[config.mk]
export PLATFORM = sky130hd
export DESIGN_NAME = qlf_merger_fmt
export DESIGN_NICKNAME = d
export VERILOG_FILES = /design/src/rtl/qlf_pkg.sv /design/src/rtl/qlf_hit_clamp.sv /design/src/rtl/qlf_qlin_enc.sv /design/src/rtl/qlf_odd_parity.sv /design/src/rtl/qlf_merger_fmt.sv
export SDC_FILE = /design/constraint.sdc
export NUM_CORES = 1
export LEC_CHECK = 0
export BUFFER_PORTS_ARGS = -buffer_cell sky130_fd_sc_hd__buf_2
export CORE_ASPECT_RATIO = 0.6
export CORE_UTILIZATION = 38
export CTS_CLUSTER_SIZE = 14
export DETAILED_ROUTE_END_ITERATION = 7
export PLACE_DENSITY = 0.68
export SLEW_MARGIN = 40
export SYNTH_ARGS = -nofsm -noshare
export SYNTH_HDL_FRONTEND = slang
export SYNTH_SLANG_ARGS = --single-unit
[constraint.sdc]
create_clock -name clk -period 6.6 [get_ports clk]
set_input_delay 1.65 -clock clk [delete_from_list [all_inputs] [get_ports clk]]
set_output_delay 1.65 -clock clk [all_outputs]
set_load 0.05 [all_outputs]
[src/rtl/qlf_pkg.sv]
// Package: shared widths for the quad-linear sum and hit output formatter.
// Assumes: every derived width below follows from the base parameters.
package qlf_pkg;
    parameter int HIT_LANES   = 8;   // jet-hit multiplicity lanes
    parameter int HIT_IN_W    = 4;   // raw count width per lane
    parameter int HIT_OUT_W   = 3;   // saturating packed width per lane
    parameter int ET_W        = 12;  // scalar sum width, 1 GeV units
    parameter int EXY_W       = 14;  // vector sum width, 0.25 GeV units
    parameter int EXY_DROP    = 2;   // LSBs discarded to reach 1 GeV
    parameter int MANT_W      = 6;   // quad-linear mantissa width
    parameter int RNG_W       = 2;   // quad-linear range field width
    parameter int RNG_STEP    = 2;   // log2 of resolution ratio per range

    localparam int NUM_RANGES = 1 << RNG_W;
    localparam int CODE_W     = MANT_W + RNG_W;
    localparam int NUM_SUMS   = 3;
    localparam int HIT_DATA_W = HIT_LANES * HIT_OUT_W;
    localparam int SUM_DATA_W = NUM_SUMS * CODE_W;
    localparam int EXY_GEV_W  = EXY_W - EXY_DROP;

    typedef logic [MANT_W-1:0] mant_t;
    typedef logic [RNG_W-1:0]  rng_t;

    // One compressed energy sum: range above mantissa.
    typedef struct packed {
        rng_t  rng;
        mant_t mant;
    } qcode_t;
endpackage

[src/rtl/qlf_hit_clamp.sv]
// Module: clamps one raw jet-hit count to the saturating output width.
// Assumes: IN_W >= OUT_W; counts are unsigned.
module qlf_hit_clamp #(
    parameter int IN_W  = 4,
    parameter int OUT_W = 3
) (
    input  logic [IN_W-1:0]  cnt_i,
    output logic [OUT_W-1:0] cnt_o
);
    localparam logic [IN_W-1:0] MAX_CNT = IN_W'((1 << OUT_W) - 1);

    // Pass small counts through, stick at the maximum otherwise.
    always_comb begin
        if (cnt_i > MAX_CNT) begin
            cnt_o = '1;
        end else begin
            cnt_o = cnt_i[OUT_W-1:0];
        end
    end
endmodule

[src/rtl/qlf_qlin_enc.sv]
// Module: quad-linear encoder, unsigned magnitude to {range, mantissa}.
// Assumes: IN_W > MANT_W; the finest range that fits wins and shifted-out
// bits are truncated; values beyond the coarsest range saturate.
module qlf_qlin_enc
    import qlf_pkg::*;
#(
    parameter int IN_W = 12
) (
    input  logic [IN_W-1:0] val_i,
    output qcode_t          code_o
);
    logic [NUM_RANGES-1:0] fits;
    logic [IN_W-1:0]       scaled [NUM_RANGES];

    // Build one scaled candidate per range and flag whether it fits.
    for (genvar r = 0; r < NUM_RANGES; r++) begin : g_rng
        assign scaled[r] = val_i >> (RNG_STEP * r);
        assign fits[r]   = (scaled[r] >> MANT_W) == '0;
    end

    // Select the finest fitting range; saturate if none fits.
    always_comb begin
        code_o.rng  = rng_t'(NUM_RANGES - 1);
        code_o.mant = '1;
        for (int r = NUM_RANGES - 1; r >= 0; r--) begin
            if (fits[r]) begin
                code_o.rng  = rng_t'(r);
                code_o.mant = scaled[r][MANT_W-1:0];
            end
        end
    end
endmodule

[src/rtl/qlf_odd_parity.sv]
// Module: appends an odd parity bit above a data vector.
// Assumes: the parity bit becomes the new most significant bit.
module qlf_odd_parity #(
    parameter int DATA_W = 24
) (
    input  logic [DATA_W-1:0] data_i,
    output logic [DATA_W:0]   word_o
);
    // Parity bit is set when the data holds an even number of ones.
    always_comb begin
        word_o = {~(^data_i), data_i};
    end
endmodule

[src/rtl/qlf_merger_fmt.sv]
// Module: top of the formatter. Clamps and packs eight hit counts, encodes
// three energy sums quad-linearly, adds odd parity to both words and
// registers them once per bunch clock.
// Assumes: synchronous active-low reset; inputs are stable around the edge.
module qlf_merger_fmt
    import qlf_pkg::*;
(
    input  logic                         clk,
    input  logic                         rst_n,
    input  logic [HIT_LANES*HIT_IN_W-1:0] hit_cnt_i,
    input  logic [ET_W-1:0]              et_i,
    input  logic [EXY_W-1:0]             ex_i,
    input  logic [EXY_W-1:0]             ey_i,
    output logic [HIT_DATA_W:0]          hit_word_o,
    output logic [SUM_DATA_W:0]          sum_word_o
);
    localparam logic [HIT_DATA_W:0] HIT_IDLE = {1'b1, {HIT_DATA_W{1'b0}}};
    localparam logic [SUM_DATA_W:0] SUM_IDLE = {1'b1, {SUM_DATA_W{1'b0}}};
    localparam int                  MIN_UPPER_MANT = 1 << (MANT_W - RNG_STEP);

    logic [HIT_DATA_W-1:0] hit_data;
    logic [HIT_DATA_W:0]   hit_next;
    qcode_t                code_et, code_ex, code_ey;
    logic [SUM_DATA_W-1:0] sum_data;
    logic [SUM_DATA_W:0]   sum_next;

    // Clamp every hit lane into its packed field.
    for (genvar k = 0; k < HIT_LANES; k++) begin : g_hit
        qlf_hit_clamp #(
            .IN_W  (HIT_IN_W),
            .OUT_W (HIT_OUT_W)
        ) u_clamp (
            .cnt_i (hit_cnt_i[k*HIT_IN_W +: HIT_IN_W]),
            .cnt_o (hit_data[k*HIT_OUT_W +: HIT_OUT_W])
        );
    end

    // Encode ET directly and the vector sums after dropping quarter-GeV bits.
    qlf_qlin_enc #(.IN_W(ET_W)) u_enc_et (
        .val_i  (et_i),
        .code_o (code_et)
    );
    qlf_qlin_enc #(.IN_W(EXY_GEV_W)) u_enc_ex (
        .val_i  (ex_i[EXY_W-1:EXY_DROP]),
        .code_o (code_ex)
    );
    qlf_qlin_enc #(.IN_W(EXY_GEV_W)) u_enc_ey (
        .val_i  (ey_i[EXY_W-1:EXY_DROP]),
        .code_o (code_ey)
    );

    assign sum_data = {code_ey, code_ex, code_et};

    qlf_odd_parity #(.DATA_W(HIT_DATA_W)) u_par_hit (
        .data_i (hit_data),
        .word_o (hit_next)
    );
    qlf_odd_parity #(.DATA_W(SUM_DATA_W)) u_par_sum (
        .data_i (sum_data),
        .word_o (sum_next)
    );

    // Output registers, loaded every bunch clock, idle on reset.
    always_ff @(posedge clk) begin
        if (!rst_n) begin
            hit_word_o <= HIT_IDLE;
            sum_word_o <= SUM_IDLE;
        end else begin
            hit_word_o <= hit_next;
            sum_word_o <= sum_next;
        end
    end

    // Assertions guarding the output registers.
    p_hit_odd_r4 : assert property (@(posedge clk) disable iff (!rst_n)
        ^hit_word_o == 1'b1);

    p_sum_odd_r9 : assert property (@(posedge clk) disable iff (!rst_n)
        ^sum_word_o == 1'b1);

    for (genvar k = 0; k < HIT_LANES; k++) begin : g_hit_chk
        p_hit_sat_r3 : assert property (@(posedge clk) disable iff (!rst_n)
            (hit_cnt_i[k*HIT_IN_W +: HIT_IN_W] > HIT_IN_W'((1 << HIT_OUT_W) - 1))
            |=> (hit_word_o[k*HIT_OUT_W +: HIT_OUT_W] == '1));

        p_hit_pass_r2 : assert property (@(posedge clk) disable iff (!rst_n)
            (hit_cnt_i[k*HIT_IN_W +: HIT_IN_W] <= HIT_IN_W'((1 << HIT_OUT_W) - 1))
            |=> (HIT_IN_W'(hit_word_o[k*HIT_OUT_W +: HIT_OUT_W])
                 == $past(hit_cnt_i[k*HIT_IN_W +: HIT_IN_W])));
    end

    p_et_exact_r5 : assert property (@(posedge clk) disable iff (!rst_n)
        (et_i < ET_W'(1 << MANT_W))
        |=> (sum_word_o[CODE_W-1:0] == CODE_W'($past(et_i))));

    p_range_min_r6 : assert property (@(posedge clk) disable iff (!rst_n)
        (sum_word_o[CODE_W-1:MANT_W] != '0)
        |-> (int'(sum_word_o[MANT_W-1:0]) >= MIN_UPPER_MANT));
endmodule

==> flow_summary.toml <==
[status]
status = "completed"

[min_path]
worstHoldPathCells = 2
worstHoldPathType = "input port to register"

[flow_run]
maxCapViolCount = 0

[grt]
overflow = 0
antenna_found_initial = 0
grt_pass1_wl_um = 10600
grt_max_degree = 51
first_global_vias = 2142
grt_usage_pct = 19.3

[floorplanning]
start_util_pct = 40.9
pin_count = 124
die_width_um = 109
die_area_mm2 = 0.00719
die_height_um = 66.1
coreArea_mm2 = 0.00636
row_count = 22

[drt]
routed_via_density = 5.07
first_pass_iters = 5
wl_met1_um = 3450
via_count = 2503
drt-wirelength-per-cell_um = 13.9
top_layer = "met4"
drt-initial-drc-count = 143
remaining_drc_errors = 0
wl_met2_um = 2850
dr_wl_met3_um = 508
routed_wl_um = 6870
drtAntennaViolNets = 0

[timing]
drv_slew = 0
period_minus_slack_ns = 3.44
tns_ns = 0
hold_viol_final = 0
rsz0062_at_grt = "no"
max_slew_margin_pct = 54.3
tightestPinTransition_ns = 0.677
finalSetupViolations = 0
max_freq_mhz = 291
fin_crit_sh_pct = 52.1

[worst_setup_path]
crit_path_max_fanout = 12
worst-path-buf-inv = 2
worstPathCellList = "buf_2, nor2_1, o41ai_1, inv_1, a41oi_1, o21ai_0, xnor2_1, xnor3_1, nand2_1"
crit_cells = 9
crit_path_end_kind = "register"
worst-setup-path-type = "input port to register"
crit_arrival_ns = 3.67
crit_slowest_cell = "o41ai_1"
critPathRequiredTime_ns = 6.83
worst_path_largest_cell_delay_ns = 0.58
worstSetupStartpointType = "input port"
cp_top_family = "compound AO/OA/AOI/OAI gates"

[pwr]
power_w = 0.000867
ir_drop_v = 0.000126
power.density_mw_per_mm2 = 256
leakagePower_nw = 1.50

[synthesis]
synth_ff_type = "dfxtp_1"
ys_seq_elements = 50
syn_inst = 298
synth_cell_types = 55
syn_area_mm2 = 0.00260
async_reset_ff_share_pct = 0
synth-edff-count = 0
synth_seq_area_share_pct = 38.5
avgSynthCellArea_um2 = 8.73
yosys_warnings = 0
synth_fp_nets = 372

[cts]
cts-root-buf = "clkbuf_16"
cts_hold_buf = 0
cts_tree = "built"
clk_pin_slew_ns = 0.07
numCtsBuffers = 5
cts_sinks = 50
cts_resized = 0
post_cts.repair.setup_buffers = 0
cts_max_level = 2
cts_buffer_depth = 2

[finish]
utilization_pct = 53.2
stdcell_count = 494
stdcell_area_mm2 = 0.00338
final_common_cell = "buf_2"
layout_common_cells = "118 x buf_2, 50 x dfxtp_1, 39 x nor2_1, 28 x xnor2_1, 21 x o21a_1"
seq_area_mm2 = 0.00100
drive_gt1_share_pct = 34.1
fillers = 612
antennaDiodeCount = 0
multiInputGateArea_mm2 = 0.00151
areaGrowthSynthToFinish_pct = 30.0
nets = 484

[placed_design]
gp_congestion = 0.894
dpl-instance-area_mm2 = 0.00324
io_buffers = 119
place_hpwl_um = 5440
placed_cells = 487
[power by group]
| group | internal (W) | total, W | switching (W) |
|---|---|---|---|
| combinational | 0.000105 | 0.000288 | 0.000182 |
| sequential | 0.000327 | 0.000332 | 0.00000533 |
| clock | 0.000138 | 0.000248 | 0.000109 |
[synthesized netlist by cell type (2+ instances only)]
master    number  area [um^2]
a211oi_1       4         30.0
a21boi_0       5         37.5
a21oi_1       20          100
and2_1         5         31.3
buf_2          4         20.0
clkbuf_1       9         33.8
dfxtp_1       50         1000
inv_1          7         26.3
mux2i_1        3         30.0
nand2_1       10         37.5
nand2b_1       3         18.8
nand3_1        2         10.0
nor2_1        39          146
nor2b_1       15         93.8
nor3_1         4         20.0
nor3b_1        2         15.0
o21a_1        21          158
o21ai_0       17         85.1
o21ba_2        2         20.0
o21bai_1       2         15.0
o221ai_1       2         17.5
o22a_1         2         17.5
o22ai_1        4         25.0
or2_0          2         12.5
or2_2          2         12.5
xnor2_1       28          245
xnor3_1        2         45.0
xor2_1         5         43.8
[state kept, by name, indices dropped and copies added, names as in the netlist]
register,count
hit_word_o,25
sum_word_o,25
[logic make-up (layout without fill, tap and decap cells)]
family,count (synthesis),in the layout,share of synthesized area [%]
xor+xnor,36,36,13.5
compound gates,93,93,24.4
flops,50,50,38.5
buf+inv,21,133,3.37
mux,3,3,1.15
simple gates,95,95,19.2
[path summary, 6_finish.rpt]
check | from | endpoint | slack, ns
min | hit_cnt_i[25] | hit_word_o[19] | 1.58
max | et_i[6] | sum_word_o[24] | 3.16
[metrics by stage]
stage / hold WS (ns) / setup WS (ns)
final: 1.58 / 3.16
after global routing: 1.58 / 3.02
after CTS: 1.58 / 3.18
after detailed placement: 1.88 / 2.88
after global placement: 1.87 / 2.87
after floorplan: 1.76 / 3.18
[area by class of cell]
class / count / share of cell area, %
Sequential cell: 50 / 29.6
Multi-Input combinational cell: 227 / 44.7
Timing Repair Buffer: 119 / 17.7
Inverter: 7 / 0.776
Clock buffer: 5 / 3.70
Clock inverter: 2 / 0.444
Tap cell: 84 / 3.11
[metal layers]
metal  up-vias  global-route usage, %
li1       1252                      -
met1      1147                   29.5
met2        97                   26.6
met3         7                   4.83
met4         0                   4.05
met5         -                      0
Note: power is estimated with default switching activity, not from simulation.
